**config.mk**
```make
export PLATFORM = sky130hd
export DESIGN_NAME = dct8_fwd
export DESIGN_NICKNAME = d
export VERILOG_FILES = /design/src/rtl/dct8_pkg.sv /design/src/rtl/dct8_butterfly.sv /design/src/rtl/dct8_partial_net.sv /design/src/rtl/dct8_csa42.sv /design/src/rtl/dct8_ctree.sv /design/src/rtl/dct8_weighted_sum.sv /design/src/rtl/dct8_fwd.sv
export SDC_FILE = /design/constraint.sdc
export NUM_CORES = 2
export LEC_CHECK = 0
export ABC_AREA = 1
export BUFFER_PORTS_ARGS = -buffer_cell sky130_fd_sc_hd__buf_2
export CAP_MARGIN = 20
export CORE_MARGIN = 2
export CORE_UTILIZATION = 61
export CTS_CLUSTER_SIZE = 12
export DETAILED_ROUTE_END_ITERATION = 12
export PLACE_DENSITY = 0.87
export SETUP_SLACK_MARGIN = 0.02
export SYNTH_ARGS = -nofsm -noshare
export SYNTH_HDL_FRONTEND = slang
export SYNTH_SLANG_ARGS = --single-unit
```
**constraint.sdc**
```tcl
create_clock -name clk -period 11.21 [get_ports clk]
set_input_delay 1.121 -clock clk [delete_from_list [all_inputs] [get_ports clk]]
set_output_delay 1.121 -clock clk [all_outputs]
set_load 0.02 [all_outputs]
```
**src/rtl/dct8_pkg.sv**
```systemverilog
package dct8_pkg;

    localparam int NPT  = 8;
    localparam int HALF = NPT / 2;

    // cos(m*pi/16)/2 scaled by 2^16, for m = 0..8
    function automatic int cos_half_q16(input int m);
        case (m)
            0:       return 32768;
            1:       return 32138;
            2:       return 30273;
            3:       return 27246;
            4:       return 23170;
            5:       return 18205;
            6:       return 12540;
            7:       return 6393;
            default: return 0;
        endcase
    endfunction

    // reduced angle index for output k, folded column n (0..HALF-1)
    function automatic int angle_idx(input int k, input int n);
        int m;
        if (k == 0) return 4;          // DC uses cos(pi/4)/2 = 1/(2*sqrt(2))
        m = ((2 * n + 1) * k) % 32;
        if (m > 16) m = 32 - m;
        if (m > 8)  m = 16 - m;
        return m;
    endfunction

    function automatic int angle_neg(input int k, input int n);
        int m;
        if (k == 0) return 0;
        m = ((2 * n + 1) * k) % 32;
        if (m > 16) m = 32 - m;
        return (m > 8) ? 1 : 0;
    endfunction

    // magnitude of the constant rounded to frac fractional bits (1..16)
    function automatic int coef_mag(input int k, input int n, input int frac);
        int q;
        q = cos_half_q16(angle_idx(k, n));
        if (frac >= 16) return q;
        return (q + (1 << (15 - frac))) >> (16 - frac);
    endfunction

endpackage

```
**src/rtl/dct8_butterfly.sv**
```systemverilog
module dct8_butterfly
    import dct8_pkg::*;
#(
    parameter int IW = 9,
    parameter int VW = IW + 1
) (
    input  logic                clk,
    input  logic                rst,
    input  logic                in_valid,
    input  logic [NPT*IW-1:0]   in_vec,
    output logic                bf_valid,
    output logic [HALF*VW-1:0]  sum_vec,
    output logic [HALF*VW-1:0]  diff_vec
);

    logic [VW-1:0] sum_c  [HALF];
    logic [VW-1:0] diff_c [HALF];

    for (genvar i = 0; i < HALF; i++) begin : g_pair
        logic [IW-1:0] lo_s;
        logic [IW-1:0] hi_s;
        logic [VW-1:0] lo_x;
        logic [VW-1:0] hi_x;
        assign lo_s = in_vec[i*IW +: IW];
        assign hi_s = in_vec[(NPT-1-i)*IW +: IW];
        assign lo_x = {{(VW-IW){lo_s[IW-1]}}, lo_s};
        assign hi_x = {{(VW-IW){hi_s[IW-1]}}, hi_s};
        assign sum_c[i]  = lo_x + hi_x;
        assign diff_c[i] = lo_x - hi_x;
    end

    always_ff @(posedge clk) begin
        if (rst) begin
            bf_valid <= 1'b0;
        end else begin
            bf_valid <= in_valid;
        end
        for (int i = 0; i < HALF; i++) begin
            sum_vec[i*VW +: VW]  <= sum_c[i];
            diff_vec[i*VW +: VW] <= diff_c[i];
        end
    end

endmodule

```
**src/rtl/dct8_partial_net.sv**
```systemverilog
module dct8_partial_net
    import dct8_pkg::*;
#(
    parameter int VW    = 10,
    parameter int CFRAC = 12,
    parameter int PW    = VW + 2
) (
    input  logic                      clk,
    input  logic                      rst,
    input  logic                      bf_valid,
    input  logic [HALF*VW-1:0]        sum_vec,
    input  logic [HALF*VW-1:0]        diff_vec,
    output logic                      ps_valid,
    output logic [NPT*CFRAC*PW-1:0]   psum_vec
);

    logic [PW-1:0] term   [NPT][CFRAC][HALF];
    logic [PW-1:0] psum_c [NPT][CFRAC];

    // one term per (output, bit weight, folded column): selected, negated or zero
    for (genvar k = 0; k < NPT; k++) begin : g_out
        for (genvar n = 0; n < HALF; n++) begin : g_col
            localparam int MAG = coef_mag(k, n, CFRAC);
            localparam bit NEG = (angle_neg(k, n) != 0);
            logic [VW-1:0] src;
            logic [PW-1:0] src_x;
            if (k % 2 == 0) begin : g_even
                assign src = sum_vec[n*VW +: VW];
            end else begin : g_odd
                assign src = diff_vec[n*VW +: VW];
            end
            assign src_x = {{(PW-VW){src[VW-1]}}, src};
            for (genvar b = 0; b < CFRAC; b++) begin : g_bit
                localparam bit ON = (((MAG >> b) & 1) == 1);
                if (!ON) begin : g_off
                    assign term[k][b][n] = '0;
                end else if (NEG) begin : g_sub
                    assign term[k][b][n] = '0 - src_x;
                end else begin : g_add
                    assign term[k][b][n] = src_x;
                end
            end
        end
    end

    always_comb begin
        for (int k = 0; k < NPT; k++) begin
            for (int b = 0; b < CFRAC; b++) begin
                psum_c[k][b] = '0;
                for (int n = 0; n < HALF; n++) begin
                    psum_c[k][b] = psum_c[k][b] + term[k][b][n];
                end
            end
        end
    end

    always_ff @(posedge clk) begin
        if (rst) begin
            ps_valid <= 1'b0;
        end else begin
            ps_valid <= bf_valid;
        end
        for (int k = 0; k < NPT; k++) begin
            for (int b = 0; b < CFRAC; b++) begin
                psum_vec[(k*CFRAC+b)*PW +: PW] <= psum_c[k][b];
            end
        end
    end

endmodule

```
**src/rtl/dct8_csa42.sv**
```systemverilog
module dct8_csa42 #(
    parameter int W = 25
) (
    input  logic [W-1:0] a,
    input  logic [W-1:0] b,
    input  logic [W-1:0] c,
    input  logic [W-1:0] d,
    output logic [W-1:0] s,
    output logic [W-1:0] cy
);

    logic [W-1:0] s1;
    logic [W-1:0] c1;

    always_comb begin
        s1 = a ^ b ^ c;
        c1 = ((a & b) | (a & c) | (b & c)) << 1;
        s  = s1 ^ c1 ^ d;
        cy = ((s1 & c1) | (s1 & d) | (c1 & d)) << 1;
    end

endmodule

```
**src/rtl/dct8_ctree.sv**
```systemverilog
module dct8_ctree #(
    parameter int NIN = 12,
    parameter int W   = 25
) (
    input  logic [NIN*W-1:0] ops,
    output logic [W-1:0]     sum_a,
    output logic [W-1:0]     sum_b
);

    localparam int NPAD = (NIN <= 4) ? 4 : (1 << $clog2(NIN));
    localparam int LVLS = $clog2(NPAD) - 1;

    logic [W-1:0] lvl [LVLS+1][NPAD];

    for (genvar i = 0; i < NPAD; i++) begin : g_in
        if (i < NIN) begin : g_op
            assign lvl[0][i] = ops[i*W +: W];
        end else begin : g_pad
            assign lvl[0][i] = '0;
        end
    end

    for (genvar l = 0; l < LVLS; l++) begin : g_lvl
        localparam int NC = NPAD >> (l + 2);
        for (genvar c = 0; c < NC; c++) begin : g_cmp
            dct8_csa42 #(.W(W)) u_cmp (
                .a  (lvl[l][4*c]),
                .b  (lvl[l][4*c+1]),
                .c  (lvl[l][4*c+2]),
                .d  (lvl[l][4*c+3]),
                .s  (lvl[l+1][2*c]),
                .cy (lvl[l+1][2*c+1])
            );
        end
        for (genvar z = 2 * NC; z < NPAD; z++) begin : g_zero
            assign lvl[l+1][z] = '0;
        end
    end

    assign sum_a = lvl[LVLS][0];
    assign sum_b = lvl[LVLS][1];

endmodule

```
**src/rtl/dct8_weighted_sum.sv**
```systemverilog
module dct8_weighted_sum
    import dct8_pkg::*;
#(
    parameter int PW    = 12,
    parameter int CFRAC = 12,
    parameter int OW    = 15,
    parameter int AW    = PW + CFRAC + 1
) (
    input  logic                    clk,
    input  logic                    rst,
    input  logic                    ps_valid,
    input  logic [NPT*CFRAC*PW-1:0] psum_vec,
    output logic                    out_valid,
    output logic [NPT*OW-1:0]       out_vec
);

    localparam int QW = AW - CFRAC;
    localparam logic [AW-1:0] HALF_UP = AW'(1) << (CFRAC - 1);
    localparam logic [AW-1:0] HALF_DN = HALF_UP - AW'(1);

    logic [OW-1:0] coef_c [NPT];

    for (genvar k = 0; k < NPT; k++) begin : g_out
        logic [CFRAC*AW-1:0] ops;
        logic [AW-1:0]       sa;
        logic [AW-1:0]       sb;
        logic [AW-1:0]       total;
        logic [AW-1:0]       rounded;
        logic [QW-1:0]       q;

        for (genvar b = 0; b < CFRAC; b++) begin : g_wt
            logic [PW-1:0] p;
            assign p = psum_vec[(k*CFRAC+b)*PW +: PW];
            assign ops[b*AW +: AW] = {{(AW-PW){p[PW-1]}}, p} << b;
        end

        dct8_ctree #(.NIN(CFRAC), .W(AW)) u_tree (
            .ops   (ops),
            .sum_a (sa),
            .sum_b (sb)
        );

        always_comb begin
            total   = sa + sb;
            rounded = total + (total[AW-1] ? HALF_DN : HALF_UP);
            q       = rounded[AW-1:CFRAC];
            coef_c[k] = {{(OW-QW){q[QW-1]}}, q};
        end
    end

    always_ff @(posedge clk) begin
        if (rst) begin
            out_valid <= 1'b0;
        end else begin
            out_valid <= ps_valid;
        end
        for (int k = 0; k < NPT; k++) begin
            out_vec[k*OW +: OW] <= coef_c[k];
        end
    end

endmodule

```
**src/rtl/dct8_fwd.sv**
```systemverilog
module dct8_fwd
    import dct8_pkg::*;
#(
    parameter int IW    = 9,
    parameter int OW    = 15,
    parameter int CFRAC = 12
) (
    input  logic              clk,
    input  logic              rst,
    input  logic              in_valid,
    input  logic [NPT*IW-1:0] in_vec,
    output logic              out_valid,
    output logic [NPT*OW-1:0] out_vec
);

    localparam int VW = IW + 1;
    localparam int PW = VW + 2;
    localparam int AW = PW + CFRAC + 1;

    logic                    bf_valid;
    logic [HALF*VW-1:0]      sum_vec;
    logic [HALF*VW-1:0]      diff_vec;
    logic                    ps_valid;
    logic [NPT*CFRAC*PW-1:0] psum_vec;

    dct8_butterfly #(.IW(IW), .VW(VW)) u_bfly (
        .clk      (clk),
        .rst      (rst),
        .in_valid (in_valid),
        .in_vec   (in_vec),
        .bf_valid (bf_valid),
        .sum_vec  (sum_vec),
        .diff_vec (diff_vec)
    );

    dct8_partial_net #(.VW(VW), .CFRAC(CFRAC), .PW(PW)) u_pnet (
        .clk      (clk),
        .rst      (rst),
        .bf_valid (bf_valid),
        .sum_vec  (sum_vec),
        .diff_vec (diff_vec),
        .ps_valid (ps_valid),
        .psum_vec (psum_vec)
    );

    dct8_weighted_sum #(.PW(PW), .CFRAC(CFRAC), .OW(OW), .AW(AW)) u_wsum (
        .clk       (clk),
        .rst       (rst),
        .ps_valid  (ps_valid),
        .psum_vec  (psum_vec),
        .out_valid (out_valid),
        .out_vec   (out_vec)
    );

endmodule

```
==> out/qor.yml <==
wl_per_cell_um: 19.6
rsz0062_at_grt: "no"
finalSetupTns_ps: 0
outcome: "completed"
worst-path-buf-inv: 4
dr.pass1.iters: 7
ys_ff_latch: 612
postRouteAntennaNets: 0
worstMarginPinSlew_ps: 1160
hold_buffers: 0
synth_top_area_share_pct: 21.5
cts_resized: 0
worstPathRequired_ps: 11770
die_x_um: 334
cp-end-kind: "flip-flop"
cp-start-kind: "flip-flop"
pin_count: 196
antenna_found_initial: 3
critical_path.max_fanout: 14
ys_warn_count: 0
syn_area_per_cell_um2: 8.51
place.gp.congestion: 1.02
post-route-period-util_pct: 66.1
hold_class: "flip-flop to flip-flop"
io_buffer_count: 195
areaGrowthSynthToFinish_pct: 7.83
htree_levels: 3
cts.sinks: 612
grt_remaining_overflow: 0
vias: 53800
synthFlopType: "dfxtp_1"
drc: 0
cp_common_cell: "fa_1"
max_stage_delay_ps: 710
relSlewSlack_pct: 22.9
drive_above_1_share_pct: 5.86
finClkSkew_ps: 31.9
hpwl_mm: 152
routed_via_density: 5.63
setup_viol: 0
synth.most_common_cell: "inv_1"
max_freq_ghz: 0.135
synth_edf_count: 0
clockBufferDepth: 3
synth_area_leaders: "fa_1 (22%), ha_1 (21%), dfxtp_1 (18%)"
dieArea_um2: 112000
cpMaxStageDelayCell: "dfxtp_1"
grt_max_degree: 18
period_minus_slack_ps: 7410
grt_usage_pct: 33.5
clk_latency_ps: 670
die_height_um: 334
synth_nets: 9732
arrival_ps: 7970
wl_mm: 187
cts_buffers: 72
cts.clk_slew.worst_paths_ps: 60
maxCapViolations: 0
rows: 121
syn_area_um2: 66600
cts_tree: "yes"
path_class: "flip-flop to flip-flop"
start_util_pct: 61.3
path_delay_family: "adder cells"
maxSlewViolCount: 0
netlist_instances: 7823
ys_top_cells_by_count: "inv_1 (1,841), ha_1 (1,118), nand2_1 (1,091), fa_1 (716), dfxtp_1 (612)"
post_cts_buffers: 0
ys_types: 64
core_area_um2: 109000
drtIter0Drc: 4506
async_flop_share_pct: 0
yosys.area.top_type: "fa_1"
hold_viol: 0
ys_seq_area_share_pct: 18.4
grt_pass1_vias: 55900
grt_pass1_wl_mm: 293
cts-root-buf: "clkbuf_16"
fin_nets: 10000
[metrics by stage]
stage                     std cells  instance area (um2)  setup WS [ps]  hold WS, ps  utilization, %
after floorplan                7823                66600           4980          371               -
after global placement         9433                69400           4140          394            63.9
after detailed placement       9433                69400           3910          400            63.9
after CTS                      9560                71800           3920          410            66.1
after global routing           9562                71800           3470          430            66.1
final                          9564                71800           3800          407            66.1
[metal layers]
metal / GRT usage, % / vias to the layer above / share of wire [%]
li1: - / 25000 / -
met1: 40.3 / 25500 / 37
met2: 55.1 / 2616 / 46
met3: 7.32 / 761 / 10
met4: 20.2 / 2 / 7.0
met5: 0 / - / 0.0064
[tightest hold or removal path: cells and delay by family, from the launching register on]
family,cells,cell delay [ps]
buf+inv,1,40
flops,1,300
simple gates,1,30
[cell usage in the layout (no fill, tap or decap), drive strengths merged, types with 2 or more instances in the layout]
master    Yosys  layout
inv        1852    1855
nand2      1131    1131
ha         1118    1118
fa          716     716
dfxtp       612     612
a21oi       494     494
xor2        415     415
nor2        402     402
nand3       299     299
buf          22     224
o21ai       214     214
xnor2       150     150
clkbuf        6      99
nor3         70      70
nand4        58      58
o21bai       52      52
nand3b       25      25
o31ai        25      25
a21o         23      23
and2         21      21
or2          18      18
clkinv        0      17
a31oi        16      16
a211oi       12      12
nor4         10      10
nor3b         9       9
o2111ai       9       9
o21a          7       7
o211ai        7       7
a21boi        7       7
a22oi         5       5
bufinv        0       5
diode         0       4
o22ai         4       4
a221oi        3       3
clkinvlp      0       3
o41ai         2       2
a22o          2       2
[logic make-up after synthesis]
family | count (synthesis) | synth area share [%]
compound gates | 885 | 7.45
xor+xnor | 565 | 7.52
fa+ha+maj | 1834 | 42.5
buf+inv | 1880 | 10.7
flops | 612 | 18.4
simple gates | 2047 | 13.3
[sequential cells by signal (all words and copies together), names as in the netlist]
signal,cells
u_wsum.out_vec,104
u_bfly.diff_vec,36
u_pnet.ps_valid,1
u_wsum.out_valid,1
u_bfly.sum_vec,40
u_pnet.psum_vec,429
u_bfly.bf_valid,1
[final cells by class]
cell class | instances | area (um2)
Multi-Input combinational cell | 5331 | 47200
Tap cell | 1414 | 1770
Fill cell | 8066 | 36800
Clock buffer | 99 | 2080
Sequential cell | 612 | 12300
Inverter | 1852 | 6950
Antenna cell | 4 | 10.0
Timing Repair Buffer | 224 | 1190
Clock inverter | 28 | 333
[final timing paths]
path,slack (ps),to,startpoint,cells after the start
worst max-delay path,3800,u_wsum.out_vec[76]$_DFF_P_,u_pnet.psum_vec[791]$_DFF_P_,25
worst max register to register,3800,u_wsum.out_vec[76]$_DFF_P_,u_pnet.psum_vec[791]$_DFF_P_,25
worst min-delay path,410,u_pnet.ps_valid$_SDFF_PP0_,u_bfly.bf_valid$_SDFF_PP0_,2
worst min register to register,410,u_pnet.ps_valid$_SDFF_PP0_,u_bfly.bf_valid$_SDFF_PP0_,2
Power is left out: the tool's default activity adds up to more than one toggle a clock period on the data nets, which glitch-free logic cannot reach.
